### src/rtl/tmr_pkg.sv
`timescale 1ns/1ps
package tmr_pkg;

  typedef enum logic [1:0] {
    MODE_FREE    = 2'b00,
    MODE_CLR     = 2'b01,
    MODE_PC_FULL = 2'b10,
    MODE_PC_CMPA = 2'b11
  } tmr_mode_e;

  typedef enum logic [1:0] {
    CLK_OFF      = 2'b00,
    CLK_PRESC    = 2'b01,
    CLK_EXT_RISE = 2'b10,
    CLK_EXT_FALL = 2'b11
  } clk_src_e;

  typedef enum logic [1:0] {
    WAVE_OFF    = 2'b00,
    WAVE_TOGGLE = 2'b01,
    WAVE_CLEAR  = 2'b10,
    WAVE_SET    = 2'b11
  } wave_act_e;

  typedef struct packed {
    wave_act_e act_b;
    wave_act_e act_a;
    clk_src_e  csel;
    tmr_mode_e mode;
  } tmr_ctrl_t;

  localparam logic [2:0] ADDR_CTRL = 3'd0;
  localparam logic [2:0] ADDR_CNT  = 3'd1;
  localparam logic [2:0] ADDR_CMPA = 3'd2;
  localparam logic [2:0] ADDR_CMPB = 3'd3;
  localparam logic [2:0] ADDR_MASK = 3'd4;
  localparam logic [2:0] ADDR_FLAG = 3'd5;
  localparam logic [2:0] ADDR_PWR  = 3'd6;

  localparam int unsigned N_EVT = 3;

endpackage

### src/rtl/tmr_clk_sel.sv
`timescale 1ns/1ps
module tmr_clk_sel
  import tmr_pkg::*;
#(
  parameter int unsigned SYNC_STAGES = 2
) (
  input  logic     clk_i,
  input  logic     rst_ni,
  input  logic     ext_i,
  input  logic     presc_i,
  input  clk_src_e csel_i,
  input  logic     hold_i,
  output logic     tick_o
);

  logic [SYNC_STAGES-1:0] sync_q;
  logic                   prev_q;
  logic                   pin_s;
  logic                   src;

  generate
    if (SYNC_STAGES == 1) begin : g_sync1
      always_ff @(posedge clk_i or negedge rst_ni) begin
        if (!rst_ni) sync_q <= '0;
        else         sync_q <= ext_i;
      end
    end else begin : g_syncn
      always_ff @(posedge clk_i or negedge rst_ni) begin
        if (!rst_ni) sync_q <= '0;
        else         sync_q <= {sync_q[SYNC_STAGES-2:0], ext_i};
      end
    end
  endgenerate

  assign pin_s = sync_q[SYNC_STAGES-1];

  always_ff @(posedge clk_i or negedge rst_ni) begin
    if (!rst_ni) prev_q <= 1'b0;
    else         prev_q <= pin_s;
  end

  always_comb begin
    case (csel_i)
      CLK_PRESC:    src = presc_i;
      CLK_EXT_RISE: src = pin_s & ~prev_q;
      CLK_EXT_FALL: src = ~pin_s & prev_q;
      default:      src = 1'b0;
    endcase
  end

  // synchronizer keeps sampling under hold so release makes no false edge
  assign tick_o = src & ~hold_i;

endmodule

### src/rtl/tmr_counter.sv
`timescale 1ns/1ps
module tmr_counter
  import tmr_pkg::*;
#(
  parameter int unsigned CNT_W = 8
) (
  input  logic             clk_i,
  input  logic             rst_ni,
  input  logic             tick_i,
  input  tmr_mode_e        mode_i,
  input  logic             load_i,
  input  logic [CNT_W-1:0] load_val_i,
  input  logic [CNT_W-1:0] cmpa_i,
  output logic [CNT_W-1:0] cnt_o,
  output logic             down_o,
  output logic [CNT_W-1:0] top_o,
  output logic             step_o,
  output logic             top_hit_o,
  output logic             ovf_o
);

  localparam logic [CNT_W-1:0] CNT_MAX = '1;
  localparam logic [CNT_W-1:0] CNT_ONE = CNT_W'(1);

  logic [CNT_W-1:0] cnt_q;
  logic             down_q;
  logic             pwm;

  assign pwm       = mode_i[1];
  assign top_o     = (mode_i == MODE_PC_CMPA) ? cmpa_i : CNT_MAX;
  assign step_o    = tick_i & ~load_i;
  assign top_hit_o = step_o & pwm & (cnt_q == top_o);
  assign ovf_o     = step_o & (pwm ? (down_q & (cnt_q == '0)) : (cnt_q == CNT_MAX));

  always_ff @(posedge clk_i or negedge rst_ni) begin
    if (!rst_ni) begin
      cnt_q  <= '0;
      down_q <= 1'b0;
    end else if (load_i) begin
      cnt_q <= load_val_i;
    end else if (tick_i) begin
      case (mode_i)
        MODE_FREE: begin
          cnt_q  <= cnt_q + CNT_ONE;
          down_q <= 1'b0;
        end
        MODE_CLR: begin
          cnt_q  <= (cnt_q == cmpa_i) ? '0 : cnt_q + CNT_ONE;
          down_q <= 1'b0;
        end
        default: begin
          if (top_o == '0) begin
            cnt_q  <= '0;
            down_q <= 1'b0;
          end else if (!down_q) begin
            if (cnt_q >= top_o) begin
              cnt_q  <= cnt_q - CNT_ONE;
              down_q <= 1'b1;
            end else begin
              cnt_q <= cnt_q + CNT_ONE;
            end
          end else begin
            if (cnt_q == '0) begin
              cnt_q  <= CNT_ONE;
              down_q <= 1'b0;
            end else begin
              cnt_q <= cnt_q - CNT_ONE;
            end
          end
        end
      endcase
    end
  end

  assign cnt_o  = cnt_q;
  assign down_o = down_q;

endmodule

### src/rtl/tmr_cmp_unit.sv
`timescale 1ns/1ps
module tmr_cmp_unit
  import tmr_pkg::*;
#(
  parameter int unsigned CNT_W = 8
) (
  input  logic             clk_i,
  input  logic             rst_ni,
  input  logic             step_i,
  input  logic [CNT_W-1:0] cnt_i,
  input  logic             down_i,
  input  logic             pwm_i,
  input  logic             top_hit_i,
  input  logic             buf_wr_i,
  input  logic [CNT_W-1:0] buf_val_i,
  input  wave_act_e        act_i,
  output logic [CNT_W-1:0] ocr_o,
  output logic             match_o,
  output logic             wave_o
);

  logic [CNT_W-1:0] buf_q;
  logic [CNT_W-1:0] ocr_q;
  logic             wave_q;
  logic             wave_d;

  assign match_o = step_i & (cnt_i == ocr_q);

  always_ff @(posedge clk_i or negedge rst_ni) begin
    if (!rst_ni) begin
      buf_q <= '0;
      ocr_q <= '0;
    end else begin
      if (buf_wr_i) buf_q <= buf_val_i;
      if (!pwm_i)         ocr_q <= buf_wr_i ? buf_val_i : buf_q;
      else if (top_hit_i) ocr_q <= buf_q;
    end
  end

  always_comb begin
    wave_d = wave_q;
    if (match_o) begin
      if (!pwm_i) begin
        case (act_i)
          WAVE_TOGGLE: wave_d = ~wave_q;
          WAVE_CLEAR:  wave_d = 1'b0;
          WAVE_SET:    wave_d = 1'b1;
          default:     wave_d = wave_q;
        endcase
      end else begin
        case (act_i)
          WAVE_CLEAR: wave_d = down_i;
          WAVE_SET:   wave_d = ~down_i;
          default:    wave_d = wave_q;
        endcase
      end
    end
  end

  always_ff @(posedge clk_i or negedge rst_ni) begin
    if (!rst_ni) wave_q <= 1'b0;
    else         wave_q <= wave_d;
  end

  assign ocr_o  = ocr_q;
  assign wave_o = (act_i != WAVE_OFF) & wave_q;

endmodule

### src/rtl/tmr_irq.sv
`timescale 1ns/1ps
module tmr_irq #(
  parameter int unsigned N = 3
) (
  input  logic         clk_i,
  input  logic         rst_ni,
  input  logic [N-1:0] evt_i,
  input  logic [N-1:0] clr_i,
  input  logic [N-1:0] mask_i,
  output logic [N-1:0] flag_o,
  output logic [N-1:0] irq_o
);

  logic [N-1:0] flag_q;

  for (genvar i = 0; i < N; i++) begin : g_flag
    always_ff @(posedge clk_i or negedge rst_ni) begin
      if (!rst_ni)       flag_q[i] <= 1'b0;
      else if (evt_i[i]) flag_q[i] <= 1'b1;
      else if (clr_i[i]) flag_q[i] <= 1'b0;
    end
  end

  assign flag_o = flag_q;
  assign irq_o  = flag_q & mask_i;

endmodule

### src/rtl/tmr8_dual.sv
`timescale 1ns/1ps
module tmr8_dual
  import tmr_pkg::*;
#(
  parameter int unsigned CNT_W       = 8,
  parameter int unsigned SYNC_STAGES = 2
) (
  input  logic             clk_i,
  input  logic             rst_ni,
  input  logic             presc_tick_i,
  input  logic             ext_clk_i,
  input  logic             wr_en_i,
  input  logic [2:0]       wr_addr_i,
  input  logic [CNT_W-1:0] wr_data_i,
  output logic [CNT_W-1:0] cnt_o,
  output logic             wave_a_o,
  output logic             wave_b_o,
  output logic [2:0]       flag_o,
  output logic [2:0]       irq_o
);

  localparam int unsigned N_CMP = 2;

  tmr_ctrl_t        ctrl_q;
  logic [N_EVT-1:0] mask_q;
  logic             pwr_q;

  logic             tick;
  logic             load;
  logic             step;
  logic             down;
  logic             top_hit;
  logic             ovf;
  logic [CNT_W-1:0] cnt;
  logic [CNT_W-1:0] top;
  logic [N_EVT-1:0] evt;
  logic [N_EVT-1:0] clr;

  logic [CNT_W-1:0] ocr   [N_CMP];
  logic             match [N_CMP];
  logic             wave  [N_CMP];
  wave_act_e        acts  [N_CMP];

  always_ff @(posedge clk_i or negedge rst_ni) begin
    if (!rst_ni) begin
      ctrl_q <= '0;
      mask_q <= '0;
      pwr_q  <= 1'b0;
    end else if (wr_en_i) begin
      case (wr_addr_i)
        ADDR_CTRL: ctrl_q <= tmr_ctrl_t'(wr_data_i[7:0]);
        ADDR_MASK: mask_q <= wr_data_i[N_EVT-1:0];
        ADDR_PWR:  pwr_q  <= wr_data_i[0];
        default: ;
      endcase
    end
  end

  assign load = wr_en_i && (wr_addr_i == ADDR_CNT);
  assign clr  = (wr_en_i && (wr_addr_i == ADDR_FLAG)) ? wr_data_i[N_EVT-1:0] : '0;

  tmr_clk_sel #(.SYNC_STAGES(SYNC_STAGES)) u_clk_sel (
    .clk_i   (clk_i),
    .rst_ni  (rst_ni),
    .ext_i   (ext_clk_i),
    .presc_i (presc_tick_i),
    .csel_i  (ctrl_q.csel),
    .hold_i  (pwr_q),
    .tick_o  (tick)
  );

  tmr_counter #(.CNT_W(CNT_W)) u_counter (
    .clk_i      (clk_i),
    .rst_ni     (rst_ni),
    .tick_i     (tick),
    .mode_i     (ctrl_q.mode),
    .load_i     (load),
    .load_val_i (wr_data_i),
    .cmpa_i     (ocr[0]),
    .cnt_o      (cnt),
    .down_o     (down),
    .top_o      (top),
    .step_o     (step),
    .top_hit_o  (top_hit),
    .ovf_o      (ovf)
  );

  assign acts[0] = ctrl_q.act_a;
  assign acts[1] = ctrl_q.act_b;

  for (genvar g = 0; g < N_CMP; g++) begin : g_cmp
    tmr_cmp_unit #(.CNT_W(CNT_W)) u_cmp (
      .clk_i     (clk_i),
      .rst_ni    (rst_ni),
      .step_i    (step),
      .cnt_i     (cnt),
      .down_i    (down),
      .pwm_i     (ctrl_q.mode[1]),
      .top_hit_i (top_hit),
      .buf_wr_i  (wr_en_i && (wr_addr_i == ADDR_CMPA + 3'(g))),
      .buf_val_i (wr_data_i),
      .act_i     (acts[g]),
      .ocr_o     (ocr[g]),
      .match_o   (match[g]),
      .wave_o    (wave[g])
    );
  end

  assign evt = {match[1], match[0], ovf};

  tmr_irq #(.N(N_EVT)) u_irq (
    .clk_i  (clk_i),
    .rst_ni (rst_ni),
    .evt_i  (evt),
    .clr_i  (clr),
    .mask_i (mask_q),
    .flag_o (flag_o),
    .irq_o  (irq_o)
  );

  assign cnt_o    = cnt;
  assign wave_a_o = wave[0];
  assign wave_b_o = wave[1];

endmodule

### config.mk
export PLATFORM = sky130hd
export DESIGN_NAME = tmr8_dual
export DESIGN_NICKNAME = d
export VERILOG_FILES = /design/src/rtl/tmr_pkg.sv /design/src/rtl/tmr_clk_sel.sv /design/src/rtl/tmr_counter.sv /design/src/rtl/tmr_cmp_unit.sv /design/src/rtl/tmr_irq.sv /design/src/rtl/tmr8_dual.sv
export SDC_FILE = /design/constraint.sdc
export NUM_CORES = 1
export LEC_CHECK = 0
export ABC_AREA = 1
export ABC_CLOCK_PERIOD_IN_PS = 3040
export BUFFER_PORTS_ARGS = -buffer_cell sky130_fd_sc_hd__buf_2
export CORE_MARGIN = 5
export CORE_UTILIZATION = 30
export DETAILED_ROUTE_END_ITERATION = 12
export GPL_TIMING_DRIVEN = 0
export PLACE_DENSITY = 0.44
export SLEW_MARGIN = 20
export SYNTH_ARGS = -nofsm -noshare
export SYNTH_HDL_FRONTEND = slang
export SYNTH_SLANG_ARGS = --single-unit
### constraint.sdc
create_clock -name clk_i -period 3.04 [get_ports clk_i]
set_input_delay 0.608 -clock clk_i [delete_from_list [all_inputs] [get_ports clk_i]]
set_output_delay 0.608 -clock clk_i [all_outputs]
set_load 0.02 [all_outputs]
### After elaboration in Yosys (flattened, before gate mapping)

Cells that the tools add are included.

| storage, ports and cells | value |
|---|---|
| bits of input ports | 16 |
| logic and storage cells | 124 |
| output and inout port bits | 16 |
| bits in registers | 61 |

| operators by class | value |
|---|---|
| muxes and demuxes | 35 |
| add/subtract/negate cells | 2 |
| $lt $le $gt $ge | 1 |
| equality and inequality tests | 24 |
| reductions and logical operators | 23 |
| bitwise gates (word level) | 20 |

Operators by type and width:

| cell | count |
|---|---|
| 8-bit two-way mux | 14 |
| 8-bit equality test | 3 |
| 8-bit logical NOT | 2 |
| 8-bit case mux with 2 select lines | 1 |
| 2-bit equality test (second input constant) | 7 |
| 1-bit two-way mux | 14 |
| 1-bit AND | 12 |
| 2-bit nonzero test | 6 |
| 3-bit equality test (second input constant) | 3 |
| 1-bit case mux with 3 select lines | 3 |
| 8-bit by 1-bit adder with 8-bit output (second input constant) | 1 |
| 2-bit by 1-bit equality test with 1-bit output (second input constant) | 4 |
| 8-bit equality test (second input constant) | 1 |
| 8-bit greater-or-equal comparator | 1 |
| 2-bit AND reduction | 4 |
| 8-bit by 1-bit subtractor with 8-bit output (second input constant) | 1 |
| 1-bit NOT | 7 |
| 3-bit by 2-bit equality test with 1-bit output (second input constant) | 2 |
| 3-bit by 1-bit inequality test with 1-bit output (second input constant) | 2 |
| 3-bit AND reduction | 2 |
| 3-bit nonzero test | 2 |
| 1-bit logical AND | 4 |
| 1-bit case mux with 2 select lines | 2 |
| 3-bit AND | 1 |
| other kinds (6) | 6 |

### Depth between registers and ports, before layout

Gate-level depths: netlist of run 1.

| depth | value |
|---|---|
| depth after elaboration | 9 |
| gate-level depth with buffers | 17 |
| depth with buffers taken out | 16 |

### Cells and area by module

Synthesis of run 1 repeated with hierarchy kept, for this count alone.

| unflattened totals | value |
|---|---|
| cells, all modules | 640 |
| area total of the unflattened synthesis | 4339.2 µm² |

By module, submodules not included:

| module | area each (µm²) | seq. area each (µm²) | times used | cells each |
|---|---|---|---|---|
| tmr_cmp_unit | 1008.5 | 425.4 | 2 | 137 |
| tmr_counter | 1477.7 | 225.2 | 1 | 257 |
| tmr8_dual | 575.6 | 300.3 | 1 | 72 |
| tmr_irq | 142.6 | 75.1 | 1 | 21 |
| tmr_clk_sel | 126.4 | 75.1 | 1 | 16 |

### Worst setup path after synthesis of run 1

OpenSTA, ideal clock, no wires.

| timing path | value |
|---|---|
| kind | flip-flop to flip-flop |
| start point | register ctrl_q[1] (netlist bit) |
| end point | register u_counter.cnt_q[5], in the netlist u_counter.cnt_o[5] |
| stages on the path, launching flop included | 17 |
| period minus slack after synthesis | 2186 ps |
| setup time | 116 ps |
| path buffers | 2 |
| setup slack | 854 ps |
| arrival time | 2069 ps |
| required time | 2924 ps |
| cell sequence | dfrtp_1 -> clkbuf_1 -> buf_2 -> nand3_1 -> ha_1 -> nand2_1 -> nor2_1 -> nand2_2 -> nand2_2 -> nor2_4 -> nand3_4 -> inv_2 -> nand2_1 -> nand3_1 -> nand2_1 -> nand2_1 -> nand2_1 |

| between the ends | value |
|---|---|
| longest elaborated chain between the ends | 9 |
| elaborated cells between the ends (all ways) | 12 |
| those cells by class | order compare (1); eq/ne (2); mux (7); reduce/logical (2) |

Ends and longest elaborated chain:

| what | RTL line | text |
|---|---|---|
| start, declared | tmr8_dual.sv:24 | `tmr_ctrl_t ctrl_q;` |
| start signal, assigned | tmr8_dual.sv:51 | `ADDR_CTRL: ctrl_q <= tmr_ctrl_t'(wr_data_i[7:0]);` |
| 2-bit equality test | tmr_counter.sv:30 | `assign top_o = (mode_i == MODE_PC_CMPA) ? cmpa_i : CNT_MAX;` |
| 8-bit two-way mux | tmr_counter.sv:30 |  |
| 8-bit greater-or-equal comparator | tmr_counter.sv:56 | `if (cnt_q >= top_o) begin` |
| 8-bit two-way mux | tmr_counter.sv:56 |  |
| 8-bit two-way mux | tmr_counter.sv:55 | `end else if (!down_q) begin` |
| 8-bit two-way mux | tmr_counter.sv:52 | `if (top_o == '0) begin` |
| 8-bit case mux with 2 select lines (*) | tmr_counter.sv:42 | `case (mode_i)` |
| 8-bit two-way mux (*) | tmr_counter.sv:41 | `end else if (tick_i) begin` |
| 8-bit two-way mux (*) | tmr_counter.sv:39 | `end else if (load_i) begin` |
| end signal, assigned | tmr_counter.sv:40 | `cnt_q <= load_val_i;` |
| end signal, assigned | tmr_counter.sv:44 | `cnt_q <= cnt_q + CNT_ONE;` |
| end signal, assigned | tmr_counter.sv:57 | `cnt_q <= cnt_q - CNT_ONE;` |
| end, declared | tmr_counter.sv:25 | `logic [CNT_W-1:0] cnt_q;` |

Every way passes the cells marked *; elsewhere a longest branch is shown, timed or not. The select of a mux whose other input is x is not followed.
A chain may end at the register's enable or synchronous reset.

### Final worst setup path of run 1

Ends and elaborated chain as after synthesis.

==> results of run 1 <==
## final cells by class
cell class / count / area share
clock buffer: 12 / 0.05968
inverter: 51 / 0.04454
sequential: 61 / 0.3552
timing repair buffer: 32 / 0.04134
buffer: 15 / 0.02096
tap: 147 / 0.04279
multi-input combinational: 350 / 0.4306
clock inverter: 3 / 0.004949
## repair_timing
item	in CTS	in global routing
setup buffers	0	0
gates resized for setup	0	2
setup endpoints to repair	0	13
## worst min path at each step
stage | from | to | slack [ps] | cells after the start
floorplan | rst_ni | acts[0]$_DFFE_PN0P_ | 310 | 0
finish | rst_ni | u_irq.flag_o[1]$_DFFE_PN0P_ | 210 | 1
global route | rst_ni | u_irq.flag_o[1]$_DFFE_PN0P_ | 240 | 1
global placement | u_clk_sel.sync_q[0]$_DFF_PN0_ | u_clk_sel.sync_q[1]$_DFF_PN0_ | 330 | 0
detailed placement | u_clk_sel.sync_q[0]$_DFF_PN0_ | u_clk_sel.sync_q[1]$_DFF_PN0_ | 340 | 0
CTS | rst_ni | u_irq.flag_o[1]$_DFFE_PN0P_ | 230 | 1
## stage by stage
step                  util  total power (uW)  setup WS [ps]
floorplan                -              2313          854.5
global placement    0.3341              2760          82.80
detailed placement  0.3360              2775          127.5
CTS                 0.3592              3745          109.6
global route        0.3593              4007          105.6
finish              0.3593              3705          373.6
## logic make-up (layout without fill, tap and decap cells)
family,after synthesis,count (layout),synth area share
and+or+nand+nor,255,255,0.3223
DFF,61,61,0.4174
buffers and inverters,66,113,0.07663
AOI/OAI and AO/OA,67,67,0.1054
adders and majority gates,11,11,0.03763
xor gates and xnor gates,17,17,0.04071
## flip-flops by register name (all words and copies together), names as in the netlist
signal	count
acts	4
pwr_q	1
u_clk_sel.sync_q	2
u_clk_sel.prev_q	1
u_irq.flag_o	3
mask_q	3
g_cmp.u_cmp.buf_q	16
u_counter.down_o	1
ctrl_q	4
u_counter.cnt_o	8
g_cmp.u_cmp.ocr_o	16
g_cmp.u_cmp.wave_q	2
## routing by layer
metal  wire (um)  part of all wire  global-route usage  up-vias
li1            -                 -                   -     1656
met2        4966              0.45              0.2539       79
met5           0                 0                   0        -
met1        5118              0.46              0.2214     1577
met3         774             0.070             0.03461       13
met4         167             0.015             0.04462        0
## where the power goes
group	leakage, uW	switching [uW]	internal [uW]
registers	0.000762	227	1020
clock network	0.000135	363	591
logic	0.00127	945	554
## cells in the mapped netlist, types with 3 or more instances
master / number
nand2_1: 144
dfrtp_1: 61
nand3_1: 46
inv_1: 41
o21ai_0: 31
nor2_1: 29
nand4_1: 13
ha_1: 11
inv_2: 10
a21oi_1: 9
xnor2_1: 9
o22ai_1: 8
xor2_1: 8
o211ai_1: 7
nand3b_1: 6
o21ai_1: 6
buf_2: 5
clkbuf_1: 5
nor2_2: 5
buf_4: 3
nor2_4: 3
==> flow_metrics.py, run 1 <==
metrics = {
    "clocking": {
        "clk_latency_ps": 330,
        "cts_buffers": 9,
        "cts_tree": "built",
        "root_buffer": "clkbuf_16",
        "h-tree-depth": 3,
        "ctsHoldBuffers": 0,
        "cts_sinks": 61,
        "clk_pin_slew_ps": 50,
        "clk_path_buf_depth": 2,
    },
    "power_and_ir_drop": {
        "ir_drop_mv": 0.3903,
        "leakage_uw": 0.002163,
        "p_per_area_nw_per_um2": 862.1,
    },
    "synth": {
        "synth_edf_count": 0,
        "ys_ff_latch": 61,
        "synth_ff_type": "dfrtp_1",
        "synth.cell_area_sq_um": 3657,
        "ys_top_cells_by_area": "dfrtp_1 (42%), nand2_1 (15%), nand3_1 (6.3%)",
        "synth.top_cell.area_share": 0.4174,
        "yosysUniqueCellTypes": 34,
        "yosysTopAreaCell": "dfrtp_1",
        "async_reset_ff_frac": 1.000,
        "synth_fp_nets": 504,
        "yosys_warnings": 0,
        "synth_cells": 477,
        "synth.avg_cell_area_sq_um": 7.667,
        "yosysSeqAreaShare": 0.4174,
    },
    "setup_path": {
        "rr_worst_depth": 16,
        "crit_path_end": "u_counter.cnt_o[5]$_DFFE_PN0P_",
        "critPathRequiredTime_ps": 3260,
        "crit_fanout": 10,
        "r2r-end": "u_counter.cnt_o[5]$_DFFE_PN0P_",
        "reg2reg_from": "ctrl_q[1]$_DFFE_PN0P_",
        "crit_path_start_kind": "register",
        "worst-endpoint-arrival_ps": 2890,
        "cp_cell_sequence": "clkbuf_2, buf_2, nand3_1, ha_1, nand2_1, nor2_1, nand2_2, nand2_2, nor2_4, nand3_4, inv_2, nand2_1, nand3_1, nand2_1, nand2_1, nand2_1",
        "crit_path_top_delay_cell": "dfrtp_1",
        "cp-end-kind": "register",
        "cpMostUsedCell": "nand2_1",
        "path_class": "reg -> reg",
        "cp_slowest_stage_delay_ps": 460,
        "path_depth": 16,
        "crit_family": "simple AND/OR/NAND/NOR gates",
        "startpoint": "ctrl_q[1]$_DFFE_PN0P_",
        "cp_num_buf_inv": 3,
        "reg2reg_setup_slack_ps": 370,
    },
    "timing": {
        "fin_hold_ws_ps": 214.7,
        "fmax_mhz": 375.0,
        "period_needed_ps": 2666,
        "min_period_over_period": 0.8771,
        "worst_slew_pin_slew_ps": 731.7,
        "maxSlewViolCount": 0,
        "finalSetupTns_ps": 0,
        "rsz0062_at_grt": "false",
        "setup_viol": 0,
        "finalHoldViolCount": 0,
        "maxSlewHeadroom": 0.5122,
        "skew_ps": 5.094,
    },
    "global_route": {
        "grt_pass1_wl_um": 17710,
        "antenna_found_initial": 0,
        "grt_usage": 0.1604,
        "grt_max_degree": 32,
        "grt_pass1_vias": 3265,
        "overflow": 0,
    },
    "floorplanning": {
        "die_y_um": 120.4,
        "die_area_sq_um": 14500,
        "fp-row-count": 40,
        "pin_count": 32,
        "start_util": 0.3058,
        "design.core.area_sq_um": 11960,
        "fp.dieW_um": 120.4,
    },
    "final_layout": {
        "fillers": 1293,
        "final_common_cell": "nand2_1",
        "postLayoutCellArea_sq_um": 4298,
        "layout_common_cells": "nand2_1 (144), dfrtp_1 (61), nand3_1 (46), inv_1 (41), buf_2 (35)",
        "area_growth_pct": 17.52,
        "fin_nets": 547,
        "ff_latch_area_sq_um": 1526,
        "stdcell_count": 671,
        "diodes": 0,
        "drive_above_1_share": 0.1641,
        "multi_input_area_sq_um": 1851,
    },
    "place": {
        "gp_congestion": 0.8065,
        "io_buffers": 31,
        "dp.cells": 656,
        "hpwl_um": 8269,
        "postPlaceCellArea_sq_um": 4019,
    },
    "hold_path": {
        "hp-class": "in -> async",
    },
    "routing": {
        "antenna_left": 0,
        "drt_wl_total_um": 11030,
        "via_per_inst": 4.955,
        "dr_total_vias": 3325,
        "dr.pass1.iters": 4,
        "avgRoutedWirePerCell_um": 16.43,
        "drc": 0,
        "drt_iter0_drc": 228,
    },
    "outcome": {
        "status": "finished, final reports clean",
    },
    "run": {
        "cap_violations": 0,
    },
}
No activity file was read; power rests on OpenSTA's default activity.
==> inputs of run 2 (changes only) <==
--- a/config.mk
+++ b/config.mk
@@ -8,7 +8,7 @@
 export ABC_AREA = 1
 export ABC_CLOCK_PERIOD_IN_PS = 3040
 export BUFFER_PORTS_ARGS = -buffer_cell sky130_fd_sc_hd__buf_2
-export CORE_MARGIN = 5
+export CORE_MARGIN = 1
 export CORE_UTILIZATION = 30
 export DETAILED_ROUTE_END_ITERATION = 12
 export GPL_TIMING_DRIVEN = 0
==> run 2 against run 1 <==
Clock power about the same. Sequential share of layout area about the same. Core utilization is 0.94 points higher. Register-to-register slack lost 20 ps. Critical path depth decreased by 1. Via count shrank 0.78%.
==> flow_metrics.py, run 2 (same netlist as run 1, synthesis figures left out) <==
metrics = {
    "global_route": {
        "grt_pass1_vias": 3187,
        "grt_max_degree": 53,
        "grt_pass1_wl_um": 17540,
        "overflow": 0,
        "antenna_found_initial": 0,
        "grt_usage": 0.1842,
    },
    "routing": {
        "via_per_inst": 4.946,
        "drt_iter0_drc": 198,
        "avgRoutedWirePerCell_um": 16.30,
        "antenna_left": 0,
        "drt_wl_total_um": 10870,
        "dr_total_vias": 3299,
        "drc": 0,
        "dr.pass1.iters": 4,
    },
    "final_layout": {
        "postLayoutCellArea_sq_um": 4300,
        "ff_latch_area_sq_um": 1526,
        "stdcell_count": 667,
        "diodes": 0,
        "multi_input_area_sq_um": 1851,
        "fin_util": 0.3687,
        "layout_common_cells": "nand2_1 (144), dfrtp_1 (61), nand3_1 (46), inv_1 (41), buf_2 (35)",
        "fin_nets": 547,
        "area_growth_pct": 17.58,
        "fillers": 1227,
        "drive_above_1_share": 0.1641,
        "final_common_cell": "nand2_1",
    },
    "timing": {
        "maxSlewViolCount": 0,
        "setup_viol": 0,
        "finalSetupTns_ps": 0,
        "min_period_over_period": 0.8844,
        "maxSlewHeadroom": 0.5469,
        "worst_slew_pin_slew_ps": 679.6,
        "fmax_mhz": 372.0,
        "finalHoldViolCount": 0,
        "skew_ps": 3.882,
        "rsz0062_at_grt": "false",
        "period_needed_ps": 2688,
    },
    "place": {
        "gp_congestion": 0.8063,
        "dp.cells": 652,
        "postPlaceCellArea_sq_um": 4021,
        "io_buffers": 31,
        "hpwl_um": 8016,
    },
    "floorplanning": {
        "die_y_um": 112.4,
        "die_area_sq_um": 12640,
        "fp.dieW_um": 112.4,
        "design.core.area_sq_um": 11660,
        "start_util": 0.3136,
        "pin_count": 32,
        "fp-row-count": 39,
    },
    "clocking": {
        "cts_sinks": 61,
        "clk_latency_ps": 330,
        "clk_pin_slew_ps": 50,
        "root_buffer": "clkbuf_16",
        "cts_buffers": 9,
        "ctsHoldBuffers": 0,
        "clk_path_buf_depth": 2,
        "cts_tree": "built",
        "cts_setup_buffers": 0,
        "h-tree-depth": 3,
    },
    "setup_path": {
        "cp-end-kind": "register",
        "crit_fanout": 10,
        "rr_worst_depth": 15,
        "worst-endpoint-arrival_ps": 2950,
        "path_class": "reg -> reg",
        "crit_path_start_kind": "register",
        "critPathRequiredTime_ps": 3310,
    },
    "power_and_ir_drop": {
        "leakage_uw": 0.002166,
        "p_per_area_nw_per_um2": 862.0,
        "ir_drop_mv": 0.3386,
        "finalPower_uw": 3707,
    },
    "hold_path": {
        "hp-class": "in -> async",
    },
    "outcome": {
        "status": "finished, final reports clean",
    },
    "run": {
        "cap_violations": 0,
    },
}
-- run 2: worst paths after layout --
check,startpoint,end,slack (ps)
worst min-delay path,rst_ni,g_cmp[0].u_cmp.wave_q$_DFFE_PN0P_,120
worst max register to register,ctrl_q[1]$_DFFE_PN0P_,u_counter.cnt_o[3]$_DFFE_PN0P_,350
worst max-delay path,ctrl_q[1]$_DFFE_PN0P_,u_counter.cnt_o[3]$_DFFE_PN0P_,350
min in group clk_i,u_clk_sel.sync_q[0]$_DFF_PN0_,u_clk_sel.sync_q[1]$_DFF_PN0_,350
worst min register to register,u_clk_sel.sync_q[0]$_DFF_PN0_,u_clk_sel.sync_q[1]$_DFF_PN0_,350
max in group asynchronous,rst_ni,g_cmp[1].u_cmp.buf_q[0]$_DFF_PN0_,2420
-- run 2: metal layers --
| layer | part of all wire | GRT usage | routed length, um |
|---|---|---|---|
| met1 | 0.51 | 0.2552 | 5516 |
| met2 | 0.45 | 0.2940 | 4915 |
| met3 | 0.026 | 0.03672 | 280 |
| met4 | 0.015 | 0.04800 | 159 |
| met5 | 0 | 0 | 0 |
-- run 2: stage by stage --
stage | worst slack [ps] | hold WS, ps
after floorplan | 854.5 | 312.4
after global routing | 117.7 | 119.5
after detailed placement | 131.1 | 349.8
after global placement | 119.6 | 334.1
after CTS | 115.1 | 116.8
final | 351.5 | 116.2
-- run 2: timing repair --
item,CTS,global route
gates resized for setup,0,2
endpoints found under the hold margin,0,0
endpoints found under the setup margin,0,8
-- run 2: power by group --
part / internal [uW] / switching [uW]
registers: 1020 / 231
logic: 555 / 940
clock network: 591 / 365
-- run 2: critical path, cell delays in order (launching register included) --
cell and delay, ps:
dfrtp_1 470, clkbuf_2 340, buf_2 330, nand3_1 120, ha_1 280, nand2_1 60, nor2_1 50, nand2_2 140
nand2_2 80, nor2_4 180, nand3_4 170, nand2_1 110, nand3_1 70, nand2_1 80, nand2_1 70, nand2_1 60
-- run 2: final cells by class --
cell class | count | area share
Buffer | 15 | 0.02095
Clock buffer | 12 | 0.05965
Clock inverter | 3 | 0.004946
Inverter | 51 | 0.04452
Multi-Input combinational cell | 350 | 0.4303
Sequential cell | 61 | 0.3550
Tap cell | 143 | 0.04161
Timing Repair Buffer | 32 | 0.04306
==> inputs of run 3 (changes only) <==
==> constraint.sdc (replaced) <==
create_clock -name clk_i -period 3.04 [get_ports clk_i]
set_input_delay 0.304 -clock clk_i [delete_from_list [all_inputs] [get_ports clk_i]]
set_output_delay 0.304 -clock clk_i [all_outputs]
set_load 0.02 [all_outputs]
==> run 3 against run 2 <==
Clock skew hardly changed. Wire length hardly changed. Core utilization is 0.086 points higher. Maximum frequency hardly changed. Count of clock-buffer cells in the layout stayed put. Sequential cell count stayed put. Worst setup slack hardly changed. Die area stayed put. Critical path type unchanged. Highest routed layer unchanged.
==> flow_metrics.py, run 3 (same netlist as run 1, synthesis figures left out) <==
metrics = {
    "final_layout": {
        "final_common_cell": "nand2_1",
        "fin_util": 0.3696,
        "stdcell_count": 668,
        "fillers": 1226,
        "drive_above_1_share": 0.1638,
        "multi_input_area_sq_um": 1851,
        "fin_nets": 548,
        "layout_common_cells": "nand2_1 (144), dfrtp_1 (61), nand3_1 (46), inv_1 (41), buf_2 (35)",
        "area_growth_pct": 17.86,
        "diodes": 0,
        "ff_latch_area_sq_um": 1526,
        "postLayoutCellArea_sq_um": 4310,
    },
    "routing": {
        "dr_total_vias": 3297,
        "avgRoutedWirePerCell_um": 16.28,
        "drc": 0,
        "drt_wl_total_um": 10880,
        "drt_iter0_drc": 182,
        "dr.pass1.iters": 4,
        "via_per_inst": 4.936,
        "antenna_left": 0,
    },
    "floorplanning": {
        "design.core.area_sq_um": 11660,
        "pin_count": 32,
        "start_util": 0.3136,
        "fp-row-count": 39,
        "die_y_um": 112.4,
        "die_area_sq_um": 12640,
        "fp.dieW_um": 112.4,
    },
    "power_and_ir_drop": {
        "finalPower_uw": 3706,
        "ir_drop_mv": 0.3386,
        "leakage_uw": 0.002170,
        "p_per_area_nw_per_um2": 859.8,
    },
    "clocking": {
        "cts_buffers": 9,
        "cts_setup_buffers": 0,
        "cts_sinks": 61,
        "clk_pin_slew_ps": 50,
        "cts_tree": "built",
        "clk_path_buf_depth": 2,
        "clk_latency_ps": 330,
        "h-tree-depth": 3,
        "root_buffer": "clkbuf_16",
    },
    "outcome": {
        "status": "finished, final reports clean",
    },
    "timing": {
        "rsz0062_at_grt": "false",
        "fmax_mhz": 371.9,
        "maxSlewHeadroom": 0.5482,
        "min_period_over_period": 0.8845,
        "finalHoldViolCount": 0,
        "skew_ps": 4.322,
        "setup_viol": 0,
        "finalSetupTns_ps": 0,
        "worst_slew_pin_slew_ps": 677.7,
        "maxSlewViolCount": 0,
        "period_needed_ps": 2689,
    },
    "place": {
        "postPlaceCellArea_sq_um": 4021,
        "io_buffers": 31,
        "dp.cells": 652,
        "gp_congestion": 0.8063,
        "hpwl_um": 8016,
    },
    "run": {
        "cap_violations": 0,
    },
    "setup_path": {
        "worst-endpoint-arrival_ps": 2950,
        "crit_path_top_delay_cell": "dfrtp_1",
        "cp-end-kind": "register",
        "cp_cell_sequence": "clkbuf_2, buf_2, nand3_1, ha_1, nand2_1, nor2_1, nand2_2, nand2_2, nor2_4, nand3_4, nand2_1, nand3_1, nand2_1, nand2_1, nand2_1",
        "reg2reg_from": "ctrl_q[1]$_DFFE_PN0P_",
        "rr_worst_depth": 15,
        "r2r-end": "u_counter.cnt_o[3]$_DFFE_PN0P_",
        "reg2reg_setup_slack_ps": 350,
        "cpMostUsedCell": "nand2_1",
        "cp_slowest_stage_delay_ps": 470,
        "critPathRequiredTime_ps": 3310,
        "path_class": "reg -> reg",
        "crit_fanout": 10,
        "crit_path_start_kind": "register",
    },
    "hold_path": {
        "hold_start": "ext_clk_i",
        "hp-class": "in -> reg",
        "holdPathEnd": "u_clk_sel.sync_q[0]$_DFF_PN0_",
        "whs_path_depth": 1,
    },
    "global_route": {
        "antenna_found_initial": 0,
        "grt_usage": 0.1842,
        "grt_pass1_vias": 3187,
        "overflow": 0,
        "grt_max_degree": 53,
        "grt_pass1_wl_um": 17540,
    },
}
run 3: metal layers:
metal | share of wire | vias up | global-route usage
met2 | 0.45 | 62 | 0.2940
met4 | 0.015 | 0 | 0.04800
li1 | - | 1654 | -
met3 | 0.030 | 15 | 0.03672
met5 | 0 | - | 0
met1 | 0.50 | 1566 | 0.2552
run 3: layout make-up:
class / instances / area share
Clock buffer: 12 / 0.05951
Timing Repair Buffer: 33 / 0.04528
Inverter: 51 / 0.04441
Clock inverter: 3 / 0.004935
Multi-Input combinational cell: 350 / 0.4293
Buffer: 15 / 0.02090
Sequential cell: 61 / 0.3541
Tap cell: 143 / 0.04151
run 3: worst max path at each step:
| stage | slack [ps] | endpoint | from | depth (start not counted) |
|---|---|---|---|---|
| floorplan | 850 | u_counter.cnt_o[5]$_DFFE_PN0P_ | ctrl_q[1]$_DFFE_PN0P_ | 16 |
| global placement | 120 | u_counter.cnt_o[6]$_DFFE_PN0P_ | ctrl_q[1]$_DFFE_PN0P_ | 16 |
| detailed placement | 130 | u_counter.cnt_o[5]$_DFFE_PN0P_ | ctrl_q[1]$_DFFE_PN0P_ | 16 |
| CTS | 120 | u_counter.cnt_o[2]$_DFFE_PN0P_ | ctrl_q[1]$_DFFE_PN0P_ | 15 |
| global route | 120 | u_counter.cnt_o[3]$_DFFE_PN0P_ | ctrl_q[1]$_DFFE_PN0P_ | 15 |
| finish | 350 | u_counter.cnt_o[3]$_DFFE_PN0P_ | ctrl_q[1]$_DFFE_PN0P_ | 15 |
run 3: stage by stage:
step	setup WS (ps)	hold WS, ps
floorplan	854.5	8.409
global placement	119.6	334.1
detailed placement	131.1	163.4
CTS	115.1	77.74
global route	117.7	83.79
finish	351.2	83.76
run 3: timing repair:
item / in CTS / in global routing
endpoints found under the setup margin: 0 / 8
gates resized for setup: 0 / 2
hold endpoints to repair: 9 / 0
hold buffers: 1 / 0
run 3: where the power goes:
part | switching, uW | internal (uW)
clock | 365 | 591
combinational | 939 | 556
sequential | 231 | 1020
total | 1530 | 2170
run 3: worst max-delay path: cells and delay by family, from the launching register on:
kind | cells | cell delay (ps)
adder cells (fa/ha/maj) | 1 | 280
flip-flops | 1 | 470
AND/OR/NAND/NOR | 12 | 1180
buffers and inverters | 2 | 670
